<file path="src/rtl/rampctl_pkg.sv">
package rampctl_pkg;
  typedef enum logic [1:0] {ST_IDLE, ST_DELAY, ST_RAMP} ramp_st_e;

  localparam int NFLAG    = 4;
  localparam int FLG_DONE = 0;
  localparam int FLG_SHI  = 1;
  localparam int FLG_SLO  = 2;
  localparam int FLG_STRT = 3;

  localparam logic [3:0] A_CTRL  = 4'd0;
  localparam logic [3:0] A_SETPT = 4'd1;
  localparam logic [3:0] A_END   = 4'd2;
  localparam logic [3:0] A_STEP  = 4'd3;
  localparam logic [3:0] A_SSTEP = 4'd4;
  localparam logic [3:0] A_DLY   = 4'd5;
  localparam logic [3:0] A_PER   = 4'd6;
  localparam logic [3:0] A_STAT  = 4'd7;
  localparam logic [3:0] A_IEN   = 4'd8;
endpackage

</file>
<file path="src/rtl/ramp_regs.sv">
module ramp_regs
  import rampctl_pkg::*;
#(
  parameter int DAC_W = 10,
  parameter int ACC_W = 16,
  parameter int DLY_W = 8,
  parameter int PER_W = 8,
  parameter int SEL_W = 2
) (
  input  logic             clk,
  input  logic             rst_n,
  input  logic             wr_en,
  input  logic [3:0]       wr_addr,
  input  logic [ACC_W-1:0] wr_data,
  input  logic             busy,
  input  logic [NFLAG-1:0] flag_set,
  output logic             ctl_en,
  output logic [SEL_W-1:0] ctl_sel,
  output logic [DAC_W-1:0] end_val,
  output logic [ACC_W-1:0] step,
  output logic [ACC_W-1:0] satstep,
  output logic [DLY_W-1:0] delay,
  output logic [PER_W-1:0] period,
  output logic             sp_load,
  output logic [DAC_W-1:0] sp_val,
  output logic [NFLAG-1:0] status,
  output logic             irq
);
  logic             ctl_en_n;
  logic [SEL_W-1:0] ctl_sel_n;
  logic [DAC_W-1:0] end_n;
  logic [ACC_W-1:0] step_n, satstep_n;
  logic [DLY_W-1:0] delay_n;
  logic [PER_W-1:0] period_n;
  logic [NFLAG-1:0] status_n, ien, ien_n, w1c, hit;

  always_comb begin
    ctl_en_n  = ctl_en;
    ctl_sel_n = ctl_sel;
    end_n     = end_val;
    step_n    = step;
    satstep_n = satstep;
    delay_n   = delay;
    period_n  = period;
    ien_n     = ien;
    w1c       = '0;
    if (wr_en) begin
      case (wr_addr)
        A_CTRL: begin
          ctl_en_n  = wr_data[0];
          ctl_sel_n = wr_data[SEL_W:1];
        end
        A_END:   end_n     = wr_data[DAC_W-1:0];
        A_STEP:  step_n    = wr_data;
        A_SSTEP: satstep_n = wr_data;
        A_DLY:   delay_n   = wr_data[DLY_W-1:0];
        A_PER:   period_n  = wr_data[PER_W-1:0];
        A_STAT:  w1c       = wr_data[NFLAG-1:0];
        A_IEN:   ien_n     = wr_data[NFLAG-1:0];
        default: ;
      endcase
    end
    status_n = (status & ~w1c) | flag_set;
  end

  assign sp_load = wr_en && (wr_addr == A_SETPT) && !busy;
  assign sp_val  = wr_data[DAC_W-1:0];

  always_ff @(posedge clk or negedge rst_n) begin
    if (!rst_n) begin
      ctl_en  <= 1'b0;
      ctl_sel <= '0;
      end_val <= '0;
      step    <= '0;
      satstep <= '0;
      delay   <= '0;
      period  <= '0;
      ien     <= '0;
      status  <= '0;
    end else begin
      ctl_en  <= ctl_en_n;
      ctl_sel <= ctl_sel_n;
      end_val <= end_n;
      step    <= step_n;
      satstep <= satstep_n;
      delay   <= delay_n;
      period  <= period_n;
      ien     <= ien_n;
      status  <= status_n;
    end
  end

  for (genvar i = 0; i < NFLAG; i++) begin : g_flag
    assign hit[i] = status[i] & ien[i];

    // a set flag survives unless a one is written to it
    assert_sticky_R9: assert property (@(posedge clk) disable iff (!rst_n)
      (status[i] && !(wr_en && wr_addr == A_STAT && wr_data[i])) |=> status[i]);
  end

  assign irq = |hit;
endmodule

</file>
<file path="src/rtl/ramp_seq.sv">
module ramp_seq
  import rampctl_pkg::*;
#(
  parameter int NSRC  = 4,
  parameter int SEL_W = 2,
  parameter int DLY_W = 8,
  parameter int PER_W = 8
) (
  input  logic             clk,
  input  logic             rst_n,
  input  logic             en,
  input  logic [SEL_W-1:0] sel,
  input  logic [NSRC-1:0]  start_evt,
  input  logic [DLY_W-1:0] delay,
  input  logic [PER_W-1:0] period,
  input  logic             done,
  output logic             busy,
  output logic             tick,
  output logic             start_acc
);
  ramp_st_e         st, st_n;
  logic [DLY_W-1:0] dcnt, dcnt_n;
  logic [PER_W-1:0] pcnt, pcnt_n;
  logic             trig;

  assign trig = (int'(sel) < NSRC) ? start_evt[sel] : 1'b0;

  always_comb begin
    st_n      = st;
    dcnt_n    = dcnt;
    pcnt_n    = pcnt;
    tick      = 1'b0;
    start_acc = 1'b0;
    case (st)
      ST_IDLE: begin
        if (en && trig) begin
          st_n      = ST_DELAY;
          dcnt_n    = delay;
          start_acc = 1'b1;
        end
      end
      ST_DELAY: begin
        if (!en) st_n = ST_IDLE;
        else if (dcnt == '0) begin
          st_n   = ST_RAMP;
          pcnt_n = period;
        end else dcnt_n = dcnt - 1'b1;
      end
      ST_RAMP: begin
        if (!en) st_n = ST_IDLE;
        else if (pcnt == '0) begin
          tick   = 1'b1;
          pcnt_n = period;
          if (done) st_n = ST_IDLE;
        end else pcnt_n = pcnt - 1'b1;
      end
      default: st_n = ST_IDLE;
    endcase
  end

  always_ff @(posedge clk or negedge rst_n) begin
    if (!rst_n) begin
      st   <= ST_IDLE;
      dcnt <= '0;
      pcnt <= '0;
    end else begin
      st   <= st_n;
      dcnt <= dcnt_n;
      pcnt <= pcnt_n;
    end
  end

  assign busy = (st != ST_IDLE);

  // disable always forces idle on the next cycle
  assert_abort_R2: assert property (@(posedge clk) disable iff (!rst_n)
    (busy && !en) |=> !busy);
  // a ramp is always preceded by the delay phase
  assert_delay_first_R4: assert property (@(posedge clk) disable iff (!rst_n)
    (st == ST_IDLE) |=> (st != ST_RAMP));
endmodule

</file>
<file path="src/rtl/ramp_accum.sv">
module ramp_accum #(
  parameter int DAC_W  = 10,
  parameter int FRAC_W = 6,
  parameter int ACC_W  = DAC_W + FRAC_W
) (
  input  logic             clk,
  input  logic             rst_n,
  input  logic             tick,
  input  logic             sat_hi,
  input  logic             sat_lo,
  input  logic [ACC_W-1:0] step,
  input  logic [ACC_W-1:0] satstep,
  input  logic [DAC_W-1:0] end_val,
  input  logic             sp_load,
  input  logic [DAC_W-1:0] sp_val,
  output logic [DAC_W-1:0] dac_out,
  output logic             done,
  output logic             shi_ev,
  output logic             slo_ev
);
  logic [ACC_W-1:0] acc, acc_n, end_acc, dist_dn;
  logic [ACC_W:0]   sum_up, sum_sat;
  logic             up;

  assign end_acc = {end_val, {FRAC_W{1'b0}}};
  assign up      = end_acc > acc;
  assign sum_up  = {1'b0, acc} + {1'b0, step};
  assign sum_sat = {1'b0, acc} + {1'b0, satstep};
  assign dist_dn = acc - end_acc;

  always_comb begin
    acc_n  = acc;
    done   = 1'b0;
    shi_ev = 1'b0;
    slo_ev = 1'b0;
    if (tick) begin
      if (sat_hi) begin
        shi_ev = 1'b1;
        acc_n  = (acc > satstep) ? (acc - satstep) : '0;
      end else if (sat_lo) begin
        slo_ev = 1'b1;
        acc_n  = sum_sat[ACC_W] ? '1 : sum_sat[ACC_W-1:0];
      end else if (up) begin
        if (sum_up >= {1'b0, end_acc}) begin
          acc_n = end_acc;
          done  = 1'b1;
        end else acc_n = sum_up[ACC_W-1:0];
      end else begin
        if (step >= dist_dn) begin
          acc_n = end_acc;
          done  = 1'b1;
        end else acc_n = acc - step;
      end
    end else if (sp_load) begin
      acc_n = {sp_val, {FRAC_W{1'b0}}};
    end
  end

  always_ff @(posedge clk or negedge rst_n) begin
    if (!rst_n) acc <= '0;
    else        acc <= acc_n;
  end

  assign dac_out = acc[ACC_W-1:FRAC_W];

  // accumulator holds between updates
  assert_hold_R5: assert property (@(posedge clk) disable iff (!rst_n)
    (!tick && !sp_load) |=> $stable(acc));
  // completion lands exactly on the target
  assert_clamp_R6: assert property (@(posedge clk) disable iff (!rst_n)
    done |=> (dac_out == $past(end_val)));
  // a high-saturation update never raises the setpoint
  assert_sat_down_R7: assert property (@(posedge clk) disable iff (!rst_n)
    (tick && sat_hi) |=> (acc <= $past(acc)));
endmodule

</file>
<file path="src/rtl/ramp_setpoint_ctrl.sv">
module ramp_setpoint_ctrl
  import rampctl_pkg::*;
#(
  parameter int DAC_W  = 10,
  parameter int FRAC_W = 6,
  parameter int DLY_W  = 8,
  parameter int PER_W  = 8,
  parameter int NSRC   = 4,
  localparam int ACC_W = DAC_W + FRAC_W,
  localparam int SEL_W = (NSRC > 1) ? $clog2(NSRC) : 1
) (
  input  logic             clk,
  input  logic             rst_n,
  input  logic [NSRC-1:0]  start_evt,
  input  logic             sat_hi,
  input  logic             sat_lo,
  input  logic             wr_en,
  input  logic [3:0]       wr_addr,
  input  logic [ACC_W-1:0] wr_data,
  output logic [DAC_W-1:0] dac_out,
  output logic             busy,
  output logic [NFLAG-1:0] status,
  output logic             irq
);
  logic             ctl_en, sp_load, tick, done, shi_ev, slo_ev, start_acc;
  logic [SEL_W-1:0] ctl_sel;
  logic [DAC_W-1:0] end_val, sp_val;
  logic [ACC_W-1:0] step, satstep;
  logic [DLY_W-1:0] delay;
  logic [PER_W-1:0] period;
  logic [NFLAG-1:0] flag_set;

  always_comb begin
    flag_set           = '0;
    flag_set[FLG_DONE] = done;
    flag_set[FLG_SHI]  = shi_ev;
    flag_set[FLG_SLO]  = slo_ev;
    flag_set[FLG_STRT] = start_acc;
  end

  ramp_regs #(.DAC_W(DAC_W), .ACC_W(ACC_W), .DLY_W(DLY_W), .PER_W(PER_W), .SEL_W(SEL_W)) u_regs (
    .clk(clk), .rst_n(rst_n), .wr_en(wr_en), .wr_addr(wr_addr), .wr_data(wr_data),
    .busy(busy), .flag_set(flag_set), .ctl_en(ctl_en), .ctl_sel(ctl_sel),
    .end_val(end_val), .step(step), .satstep(satstep), .delay(delay), .period(period),
    .sp_load(sp_load), .sp_val(sp_val), .status(status), .irq(irq));

  ramp_seq #(.NSRC(NSRC), .SEL_W(SEL_W), .DLY_W(DLY_W), .PER_W(PER_W)) u_seq (
    .clk(clk), .rst_n(rst_n), .en(ctl_en), .sel(ctl_sel), .start_evt(start_evt),
    .delay(delay), .period(period), .done(done), .busy(busy), .tick(tick),
    .start_acc(start_acc));

  ramp_accum #(.DAC_W(DAC_W), .FRAC_W(FRAC_W), .ACC_W(ACC_W)) u_acc (
    .clk(clk), .rst_n(rst_n), .tick(tick), .sat_hi(sat_hi), .sat_lo(sat_lo),
    .step(step), .satstep(satstep), .end_val(end_val), .sp_load(sp_load), .sp_val(sp_val),
    .dac_out(dac_out), .done(done), .shi_ev(shi_ev), .slo_ev(slo_ev));
endmodule

</file>
<file path="config.mk">
export PLATFORM = sky130hd
export DESIGN_NAME = ramp_setpoint_ctrl
export DESIGN_NICKNAME = d
export VERILOG_FILES = /design/src/rtl/rampctl_pkg.sv /design/src/rtl/ramp_regs.sv /design/src/rtl/ramp_seq.sv /design/src/rtl/ramp_accum.sv /design/src/rtl/ramp_setpoint_ctrl.sv
export SDC_FILE = /design/constraint.sdc
export NUM_CORES = 1
export LEC_CHECK = 0
export ABC_AREA = 1
export BUFFER_PORTS_ARGS = -buffer_cell sky130_fd_sc_hd__buf_2
export CAP_MARGIN = 0
export CORE_MARGIN = 8
export CORE_UTILIZATION = 33
export CTS_CLUSTER_SIZE = 14
export DETAILED_ROUTE_END_ITERATION = 12
export MAX_ROUTING_LAYER = met4
export SLEW_MARGIN = 20
export SYNTH_ARGS = -nofsm -noshare
export SYNTH_HDL_FRONTEND = slang
export SYNTH_SLANG_ARGS = --single-unit
</file>
<file path="constraint.sdc">
create_clock -name clk -period 3.9 [get_ports clk]
set_clock_uncertainty 0.1 [all_clocks]
set_input_delay 0.39 -clock clk [delete_from_list [all_inputs] [get_ports clk]]
set_output_delay 0.39 -clock clk [all_outputs]
set_load 0.01 [all_outputs]
</file>
==> impl_results.md, run 1 <==
- CTS tree: built
- DR DRC count: 0
- Reg clk slew, reported paths: about 90 ps
- Yosys Warn Count: 0
- Final WS setup: 128.8 ps
- Initial antenna violation count: 1
- Via density: 5.126
- 1st-iter DRT viols: 827
- Peak supply drop: between 0.3 and 0.4 mV
- Syn Area/Cell: a little under 7 um^2
- Core area: 28550 um^2
- Most common library cells after synthesis: nand2_1 (332), inv_1 (184), o21ai_0 (129)
- Slew Limit Fails: 0
- Synth top area cells: dfrtp_1 (27%), ha_1 (13%), nand2_1 (13%), inv_1 (7.3%), o21ai_0 (6.8%)
- RSZ-0062 raised after global routing: true
- First-pass GRT wire length: 49890 um
- Synth area leader: dfrtp_1
- Global placement routability congestion: between 0.9 and 1
- Register area share after synthesis: between 20% and 30%
- Async SR Flop Fraction: 100.0%
- Netlist area before placement: 9497 um^2
- Area Overhead vs Synth: 15.80%
- Total GRT Usage: approximately a fifth
- Pin count of the biggest net entering global routing: 51
- Max-cap viol count: 0
- Final hold vios: 0
- Post-DRT Antenna Nets: 0
- IO Count: 45
- Least-Margin Pin Slew: 1134 ps
- Nets@finish: 1584
- Slew headroom: 24.10%
- Pre-CTS setup slack: -65.56 ps
- Synth cell types: just over 50
- Vias: 9417
- GRT overflow: 0
- HPWL Detailed: 25330 um
- Yosys reg bits: 103
- Port Buffer Count: 44
- Synth top area share: 27.14%
- Total power: around 10000 uW
- Syn Inst Count: 1376
- Crit Path Max Fanout: 7
- Final worst path period share: about 97%
- Hold Path Class: in -> reg
- H-Tree Depth: 3
- Status: complete, no violations
- Max stage delay cell, worst path: dfrtp_1
- Clock sink count: 103
- Main synth FF type: dfrtp_1
- Router iterations before antenna repair: 7
- Share of cells above drive strength 1: between 10% and 20%
- Row Count: 62
- Crit path required time: ~4100 ps
- Most used cell along the critical path: nand2_1
- Root Driver: clkbuf_16
- Vias in the first global route: 9047
- Die area: 34460 um^2
- Pwr dens: ~910 nW/um^2
- Mapped Nets: 1512
- Leak Pwr: 0.005660 uW
- Post-synth EDFFs: 0
- Fin Setup TNS: 0 ps
- DR WL/cell: about 18 um
- Worst-skew pair later-pin latency: 370 ps
- Final Critical Period: 3771 ps
- Achievable frequency: 0.2652 GHz
- CP startpoint kind: flip-flop
- Final setup viols: 0
- Post-Route WL: 32250 um
- Clock Path Buffers: 2
- Num CTS Buffers: 9
- Initial Util: 33.27%
- Crit-path max cell delay: 390 ps
- Die height: 185.6 um
- Die width: roughly 190 um
- Crit path arrival time: 3960 ps
- Critical path class: reg -> reg
- Crit end category: flip-flop
- Ant diodes: 0
- Top-count cell post-synth: nand2_1
- Finished Core Util: 38.52%
-- worst max-delay path: cells and delay by family (launching register included) --
kind            cells  cell delay (ps)
compound gates      4              510
xor+xnor            1              230
fa+ha+maj           3              890
buf+inv             1               90
flops               1              390
simple gates       17             1460
-- flip-flops by register name, indices dropped and copies added (netlist names) --
register and flops:
u_seq.dcnt 8, u_acc.acc 16, u_regs.ctl_en 1, u_seq.pcnt 8, u_regs.period 8, u_regs.satstep 16
u_regs.ctl_sel 2, u_regs.ien 4, u_regs.step 16, u_regs.end_val 10, u_regs.delay 8, u_seq.st 2
u_regs.status 4
-- logic make-up after synthesis --
| family | count (synthesis) | share of synthesized area, % |
|---|---|---|
| and+or+nand+nor | 566 | 24.99 |
| adders and majority gates | 107 | 14.49 |
| AOI/OAI and AO/OA | 309 | 18.51 |
| xor gates and xnor gates | 47 | 4.335 |
| DFF | 103 | 27.14 |
| buffers and inverters | 244 | 10.53 |
-- stage by stage --
| stage | area (um^2) | cells | hold WS, ps |
|---|---|---|---|
| 5_1_grt | 11000 | 1837 | 202.4 |
| 6_report | 11000 | 1837 | 199.6 |
| 2_1_floorplan | 9497 | 1376 | -5.591 |
| 3_3_place_gp | 10310 | 1805 | 355.6 |
| 4_1_cts | 10690 | 1824 | 195.1 |
| 3_5_place_dp | 10320 | 1805 | 353.1 |
-- power breakdown --
part           leakage, uW  switching [uW]  internal [uW]  total [uW]
clock             0.000152             507            466         973
sequential         0.00131             291           1350        1640
combinational      0.00420            4630           2770        7410
total              0.00566            5430           4590       10000
-- cell usage in the layout, fill, tap and decap left out, drive strengths merged --
cell         synthesis  layout
a21boi               1       1
xor2                42      42
xnor2                5       5
nor2               118     118
nand3               73      73
and3                 1       1
a31oi               10      10
o31ai                3       3
ha                 102     102
inv                193     196
a211oi               1       1
o21ai              151     151
nor4                 2       2
nand2              339     339
o32ai                1       1
dlygate4sd3          0       1
a221oi               2       2
a32o                 1       1
o221ai               4       4
o21a                 4       4
o21bai              10      10
clkbuf              18       9
nand3b               2       2
a21o                 5       5
dfrtp              103     103
fa                   5       5
nor3                16      16
nand4               13      13
a211o                1       1
clkinv               0       4
a21oi               98      98
o211ai              13      13
buf                 33     111
or2                  2       2
o22ai                4       4
-- per-layer routing --
layer  GRT usage (%)  part of all wire, %  vias up
li1                -                    -     4627
met2           30.18                   45      312
met1           26.29                   48     4429
met3           2.108                  5.1       49
met4           5.113                  2.5        0
met5               -                    0        -
-- path summary, 6_finish.rpt --
path                                         from            endpoint  slack, ps  cells after the start
worst max-delay path               u_regs.step[0]        u_acc.acc[8]        130                     26
worst min-delay path                  wr_data[15]  u_regs.satstep[15]        200                      3
worst max register to register     u_regs.step[0]        u_acc.acc[8]        130                     26
worst min register to register  u_regs.end_val[3]   u_regs.end_val[3]        390                      2
max in group asynchronous                   rst_n       u_acc.acc[11]       2320                      3
min in group asynchronous                   rst_n     u_regs.delay[7]        480                      2
-- layout make-up --
| cell class | count | area (um^2) |
|---|---|---|
| Tap cell | 384 | 480.5 |
| Clock buffer | 9 | 225.2 |
| Sequential cell | 103 | 2581 |
| Inverter | 193 | 724.4 |
| Timing Repair Buffer | 112 | 750.7 |
| Fill cell | 3086 | 17550 |
| Clock inverter | 7 | 91.34 |
| Multi-Input combinational cell | 1029 | 6143 |
-- what timing repair did --
item | CTS | global route
hold buffers | 1 | 0
setup endpoints to repair | 10 | 18
setup buffers | 2 | 13
resized for setup | 6 | 60
endpoints found under the hold margin | 48 | 0
pin swaps | 4 | 21
Power figures use the tool's default switching activity.
==> run 2, diff against run 1 <==
--- a/config.mk
+++ b/config.mk
@@ -10,3 +10,2 @@
 export CAP_MARGIN = 0
-export CORE_MARGIN = 8
 export CORE_UTILIZATION = 33
--- a/constraint.sdc
+++ b/constraint.sdc
@@ -4,2 +4,2 @@
 set_output_delay 0.39 -clock clk [all_outputs]
-set_load 0.01 [all_outputs]
+set_load 0.05 [all_outputs]
==> impl_results.md, run 2 (synthesis gave the netlist of run 1 again) <==
- Number of fill cells in the layout: 2932 (was 3086)
- Slew headroom: 42.79% (was 24.10%)
- DR DRC count: 0 (unchanged)
- Achievable frequency: 0.2647 GHz (was 0.2652 GHz)
- Initial Util: 33.90% (was 33.27%)
- Max-cap viol count: 0 (unchanged)
- Global placement routability congestion: 0.9651 (was 0.9590)
- H-Tree Depth: 3 (unchanged)
- CTS tree: built (unchanged)
- Post-DRT Antenna Nets: 0 (unchanged)
- Root Driver: clkbuf_16 (unchanged)
- P_sw: 5687 uW (was 5432 uW)
- Flop pwr share: 15.7% (was 16.3%)
- Slew Limit Fails: 0 (unchanged)
- Biggest regs: u_acc.acc: 16 flops, u_regs.satstep: 16 flops, u_regs.step: 16 flops (unchanged)
- Peak supply drop: 0.3338 mV (was 0.3782 mV)
- Initial antenna violation count: 1 (unchanged)
- Leak Pwr: 0.005704 uW (was 0.005660 uW)
- DR WL/cell: 16.94 um (was 17.55 um)
- Final worst path period share: 96.87% (was 96.70%)
- Sw Ratio: 54.62% (was 54.22%)
- Placed instance area: 10390 um^2 (was 10320 um^2)
- HPWL Detailed: 24440 um (was 25330 um)
- Via density: 5.053 (was 5.126)
- Row Count: 61 (was 62)
- Combinational share of power: 74.9% (was 73.9%)
- Status: complete, no violations (unchanged)
- Total power: 10410 uW (was 10020 uW)
- Vias: 9293 (was 9417)
- Finished Cell Area: 11190 um^2 (was 11000 um^2)
- Most frequent cells in the layout: nand2_1 (316), inv_1 (179), o21ai_0 (122) (was nand2_1 (318), inv_1 (182), o21ai_0 (127))
- Port Buffer Count: 44 (unchanged)
- Least-Margin Pin Slew: 854.9 ps (was 1134 ps)
- Nets@finish: 1592 (was 1584)
- Total GRT Usage: 22.33% (was 19.31%)
- Area Overhead vs Synth: 17.87% (was 15.80%)
- Crit Path Max Fanout: 6 (was 7)
- Die area: 29460 um^2 (was 34460 um^2)
- Crit path arrival time: 3950 ps (was 3960 ps)
- Clock Path Buffers: 2 (unchanged)
- Pin count of the biggest net entering global routing: 47 (was 51)
- First-pass GRT wire length: 48530 um (was 49890 um)
- Hold Path Class: in -> reg (unchanged)
- Num CTS Buffers: 9 (unchanged)
- Clk network pwr share: 9.4% (was 9.7%)
- P_int: 4726 uW (was 4588 uW)
- Crit end category: flip-flop (unchanged)
- GRT overflow: 0 (unchanged)
- Die height: 171.6 um (was 185.6 um)
- Router iterations before antenna repair: 6 (was 7)
- Pwr dens: 930.3 nW/um^2 (was 911.2 nW/um^2)
- Post-Route WL: 31160 um (was 32250 um)
- Core area: 28010 um^2 (was 28550 um^2)
- 1st-iter DRT viols: 748 (was 827)
- Share of cells above drive strength 1: 17.25% (was 15.07%)
- Critical path class: reg -> reg (unchanged)
- Final Critical Period: 3778 ps (was 3771 ps)
- Clock sink count: 103 (unchanged)
- Die width: 171.6 um (was 185.6 um)
- IO Count: 45 (unchanged)
- Crit path required time: 4070 ps (was 4090 ps)
- Final hold vios: 0 (unchanged)
- Final setup viols: 0 (unchanged)
- Vias in the first global route: 8879 (was 9047)
- Finished Core Util: 39.96% (was 38.52%)
- Ant diodes: 0 (unchanged)
- CP startpoint kind: flip-flop (unchanged)
- Commonest non-fill, non-tap cell in the layout: nand2_1 (unchanged)
- Reg clk slew, reported paths: 80 ps (was 90 ps)
- Worst-skew pair later-pin latency: 380 ps (was 370 ps)
==> run 2: cell types whose count changed in the layout (fill, tap and decap cells not counted), moves of 3 or more <==
| cell | previous run | this run |
|---|---|---|
| buf_4 | 64 | 72 |
| nor2_1 | 108 | 101 |
| ha_4 | 2 | 8 |
| nor2_2 | 8 | 14 |
| o21ai_0 | 127 | 122 |
| a21oi_1 | 83 | 79 |
| a21oi_2 | 12 | 16 |
| ha_1 | 93 | 89 |
| inv_1 | 182 | 179 |
| inv_2 | 11 | 14 |
| o21ai_1 | 21 | 24 |
| o21ai_2 | 1 | 4 |
==> run 2: metrics by stage <==
| stage | worst slack, ps | std cells | setup TNS, ps | hold WS, ps |
|---|---|---|---|---|
| CTS | 40.89 | 1828 | 0 | 167.7 |
| floorplan | 514.8 | 1376 | 0 | -5.591 |
| global route | -44.76 | 1839 | -122.2 | 202.7 |
| global placement | -134.7 | 1810 | -994.5 | 339.7 |
| finish | 122.1 | 1839 | 0 | 171.4 |
| detailed placement | -116.2 | 1810 | -703.4 | 345.9 |
==> run 2: path summary, 6_finish.rpt <==
path / cells past startpoint / slack (ps) / from / to
setup reg to reg: 26 / 120 / u_acc.acc[8] / u_acc.acc[15]
min in group asynchronous: 2 / 460 / rst_n / u_regs.end_val[7]
setup / recovery: 26 / 120 / u_acc.acc[8] / u_acc.acc[15]
hold reg to reg: 2 / 390 / u_regs.end_val[5] / u_regs.end_val[5]
hold / removal: 3 / 170 / wr_data[10] / u_regs.satstep[10]
max in group asynchronous: 3 / 2320 / rst_n / u_acc.acc[9]
==> run 2: final cells by class <==
type	instances	area [um^2]	share of cell area, %
Clock inverter	7	93.84	0.8384
Timing Repair Buffer	119	803.3	7.176
Sequential cell	103	2584	23.08
Tap cell	378	473.0	4.225
Inverter	193	724.4	6.472
Multi-Input combinational cell	1030	6290	56.19
Clock buffer	9	225.2	2.012
==> run 2: metal layers <==
metal	part of all wire (%)	GRT usage [%]
met1	46	30.30
met2	45	34.17
met3	5.7	2.508
met4	3.0	8.036
met5	0	-
==> run 2: worst max-delay path, cell delays in order, from the launching register on <==
cell     delay [ps]
dfrtp_1         440
buf_4           200
ha_4            310
inv_2            70
a21oi_4         170
buf_4           120
o21a_1          120
nor2_1           60
nor2_1          130
nand3_1          90
nand2_1         120
inv_1            50
ha_1            350
nand3_1         110
nor2_2          120
nand2_1          70
nor2_2          120
nand2_2         130
nand4_4         130
buf_6           130
nand2_1          60
nand3_1          80
nand2_1          70
nand2_2          70
nand4_1         100
nand2_1          90
nand2_1          50
==> run 2: power by group through the flow <==
stage	combinational [uW]	clock [uW]	sequential, uW
finish	7800	980	1630
global route	8640	1030	1670
CTS	7100	1010	1630
detailed placement	6990	0	1640
global placement	7010	0	1640
floorplan	5050	0	1630
==> run 2: what timing repair did <==
item | in CTS | in global routing
endpoints found under the hold margin | 44 | 0
pin swaps | 1 | 39
gates resized for setup | 5 | 98
setup endpoints to repair | 15 | 18
setup buffers | 0 | 11
hold buffers | 1 | 0
gates cloned | 1 | 0
==> run 3, diff against run 2 <==
- ABC_AREA: 1 -> not set
- CORE_MARGIN: not set -> 10
==> impl_results.md, run 3 <==
- Core area: 26950 um^2 (was 28010 um^2)
- Failing checks: hold timing, setup timing
- Number of fill cells in the layout: 2687 (was 2932)
- Global placement routability congestion: 0.9727 (was 0.9651)
- DR DRC count: 0 (unchanged)
- Slew Limit Fails: 0 (unchanged)
- GRT overflow: 0 (unchanged)
- Leak Pwr: 0.005351 uW (was 0.005704 uW)
- Crit path required time: 4080 ps (was 4070 ps)
- First-pass GRT wire length: 48370 um (was 48530 um)
- Synth area leader: dfrtp_1 (unchanged)
- Initial Util: 33.53% (was 33.90%)
- Finished Layout Cells: 1585 (was 1839)
- DR WL/cell: 19.09 um (was 16.94 um)
- P_sw: 4355 uW (was 5687 uW)
- Achievable frequency: 0.2141 GHz (was 0.2647 GHz)
- Grt peak-use layer: met2 (unchanged)
- Syn Area/Cell: 8.485 um^2 (was 6.902 um^2)
- Async SR Flop Fraction: 100.0% (unchanged)
- Clk network pwr share: 10.3% (was 9.4%)
- Ant diodes: 0 (unchanged)
- Post-Route WL: 30250 um (was 31160 um)
- M2 GR Usage: 30.37% (was 34.17%)
- P_int: 4973 uW (was 4726 uW)
- RSZ-0062 raised after global routing: true
- Worst hold slack: -35.38 ps (was 171.4 ps)
- Pre-CTS setup slack: -900.1 ps (was -116.2 ps)
- Met3 usage: 2.398% (was 2.508%)
- IO Count: 45 (unchanged)
- Biggest regs: u_acc.acc: 16 flops, u_regs.satstep: 16 flops, u_regs.step: 16 flops (unchanged)
- Least-Margin Pin Slew: 1084 ps (was 854.9 ps)
- Share of cells above drive strength 1: 26.77% (was 17.25%)
- Total GRT Usage: 18.51% (was 22.33%)
- 1st-iter DRT viols: 426 (was 748)
- Die area: 34400 um^2 (was 29460 um^2)
- Port Buffer Count: 44 (unchanged)
- Combinational share of power: 72.5% (was 74.9%)
- Post-DRT Antenna Nets: 0 (unchanged)
- Critical path class: reg -> reg (unchanged)
- Crit path arrival time: 4850 ps (was 3950 ps)
- Main synth FF type: dfrtp_1 (unchanged)
- Reg area: 2580 um^2 (was 2584 um^2)
- Post-synth EDFFs: 0 (unchanged)
- Total power: 9328 uW (was 10410 uW)
- Clock sink count: 103 (unchanged)
- Synth top area cells: dfrtp_1 (29%), ha_1 (14%), mux2_2 (6.4%), o21ai_0 (4.4%), a21oi_1 (4.4%) (was dfrtp_1 (27%), ha_1 (13%), nand2_1 (13%), inv_1 (7.3%), o21ai_0 (6.8%))
- Pwr dens: 831.1 nW/um^2 (was 930.3 nW/um^2)
- Hold Buf Count CTS: 0 (was 1)
- Final WS setup: -770.0 ps (was 122.1 ps)
- Root Driver: clkbuf_16 (unchanged)
- Flop pwr share: 17.2% (was 15.7%)
- Vias: 8519 (was 9293)
- Vias in the first global route: 8718 (was 8879)
- Grt met1 use: 23.80% (was 30.30%)
- Yosys Warn Count: 0 (unchanged)
- H-Tree Depth: 3 (unchanged)
- CP startpoint kind: flip-flop (unchanged)
- Num CTS Buffers: 9 (unchanged)
- Most frequent cells in the layout: buf_4 (171), dfrtp_1 (101), ha_1 (100) (was nand2_1 (316), inv_1 (179), o21ai_0 (122))
- Final Critical Period: 4670 ps (was 3778 ps)
- CTS tree: built (unchanged)
- Yosys reg bits: 103 (unchanged)
- Pin count of the biggest net entering global routing: 54 (was 47)
- Clock Path Buffers: 2 (unchanged)
- Initial antenna violation count: 0 (was 1)
- Slew headroom: 27.75% (was 42.79%)
- Router iterations before antenna repair: 5 (was 6)
- Final hold vios: 23 (was 0)
- Peak supply drop: 0.3103 mV (was 0.3338 mV)
- Mapped Nets: 1201 (was 1512)
- Cell total after placement: 1557 (was 1810)
- Max-cap viol count: 0 (unchanged)
- Most common library cells after synthesis: dfrtp_1 (103), ha_1 (102), inv_1 (95) (was nand2_1 (332), inv_1 (184), o21ai_0 (129))
- Top-count cell post-synth: dfrtp_1 (was nand2_1)
- Worst-skew pair later-pin latency: 370 ps (was 380 ps)
- Final setup viols: 18 (was 0)
- Multi-input gate area: 6025 um^2 (was 6290 um^2)
- Hold Path Class: in -> async (was in -> reg)
- Syn Inst Count: 1065 (was 1376)
- Netlist area before placement: 9036 um^2 (was 9497 um^2)
- Via density: 5.375 (was 5.053)
- Synth cell types: 76 (was 51)
- Reg clk slew, reported paths: 80 ps (about the same)
- Commonest non-fill, non-tap cell in the layout: buf_4 (was nand2_1)
- Sw Ratio: 46.69% (was 54.62%)
- Final worst path period share: 119.7% (was 96.87%)
- Crit end category: flip-flop (unchanged)
- Crit Path Max Fanout: 5 (was 6)
- Row Count: 60 (was 61)
- Register area share after synthesis: 28.52% (was 27.14%)
- HPWL Detailed: 24040 um (was 24440 um)
- Area Overhead vs Synth: 24.22% (was 17.87%)
- Nets@finish: 1376 (was 1592)
- Die width: 185.5 um (was 171.6 um)
- Status: complete, but fails checks (was complete, no violations)
- Die height: 185.5 um (was 171.6 um)
- Synth top area share: 28.52% (was 27.14%)
## run 3: cell count changes after synthesis, sizes merged, moves of 19 or more
cell	delta
nand2	-258
o21ai	-68
mux2	+51
nand3	-53
xnor2	+23
inv	-97
xor2	-30
a21oi	-19
nor2	-29
## run 3: cells by family after synthesis
group                      share of synthesized area, %
AOI/OAI and AO/OA                                 22.60
xor gates and xnor gates                          3.877
adders and majority gates                         15.23
buffers and inverters                             6.909
DFF                                               28.52
muxes                                             7.380
and+or+nand+nor                                   15.48
## run 3: cell type report
type	instances	share of cell area, %
clock inverter	6	0.6688
multi-input combinational	813	53.67
inverter	96	3.210
timing repair buffer	217	13.66
tap	341	3.801
clock buffer	9	2.006
sequential	103	22.99
## run 3: timing repair
item,CTS,global route
resized for setup,21,13
pin swaps,17,5
hold endpoints to repair,0,0
endpoints found under the setup margin,18,18
buffers inserted,11,3
## run 3: through the flow
stage,util [%],hold WS (ps),setup TNS [ps],instance area [um^2]
after floorplan,-,-5.591,-8062,9133
final,41.65,-35.38,-12060,11220
after CTS,41.46,22.75,-12370,11170
after detailed placement,39.69,393.6,-13590,10700
after global placement,39.69,376.4,-12280,10700
after global routing,41.65,26.51,-15380,11220
## run 3: worst paths after layout
check,startpoint,to,slack [ps],cells after the start
max in group asynchronous,rst_n,u_seq.pcnt[7],2830,2
setup / recovery,u_regs.step[0],u_acc.acc[10],-770,20
hold / removal,rst_n,u_regs.period[6],-40,1
hold reg to reg,u_regs.ien[3],u_regs.ien[3],410,1
min in group clk,wr_data[14],u_regs.step[14],160,3
setup reg to reg,u_regs.step[0],u_acc.acc[10],-770,20
## run 3: per-layer routing
layer | share of wire (%) | vias up
met5 | 0 | -
met3 | 3.9 | 32
li1 | - | 4148
met2 | 48 | 196
met1 | 47 | 4143
met4 | 1.5 | 0
## run 3: power groups by stage
stage	registers, uW	logic [uW]	clock network (uW)
CTS	1590	6610	985
detailed placement	1610	6240	0
global route	1640	7380	1020
global placement	1600	6180	0
floorplan	1600	3980	0
finish	1600	6760	965
## run 3: critical path: stages, from the launching register on
cell and delay, ps:
dfrtp_1 390, ha_2 200, fa_2 360, nand2b_4 100, a211oi_4 70, o211ai_1 270, and2_4 220, o41ai_4 80
a221oi_2 260, xor2_1 230, ha_1 280, a21o_1 190, a211o_2 290, a311o_1 280, a221oi_2 270, o211ai_4 150
o21ai_2 180, buf_4 150, nor2_2 30, or4_1 390, o211ai_1 90
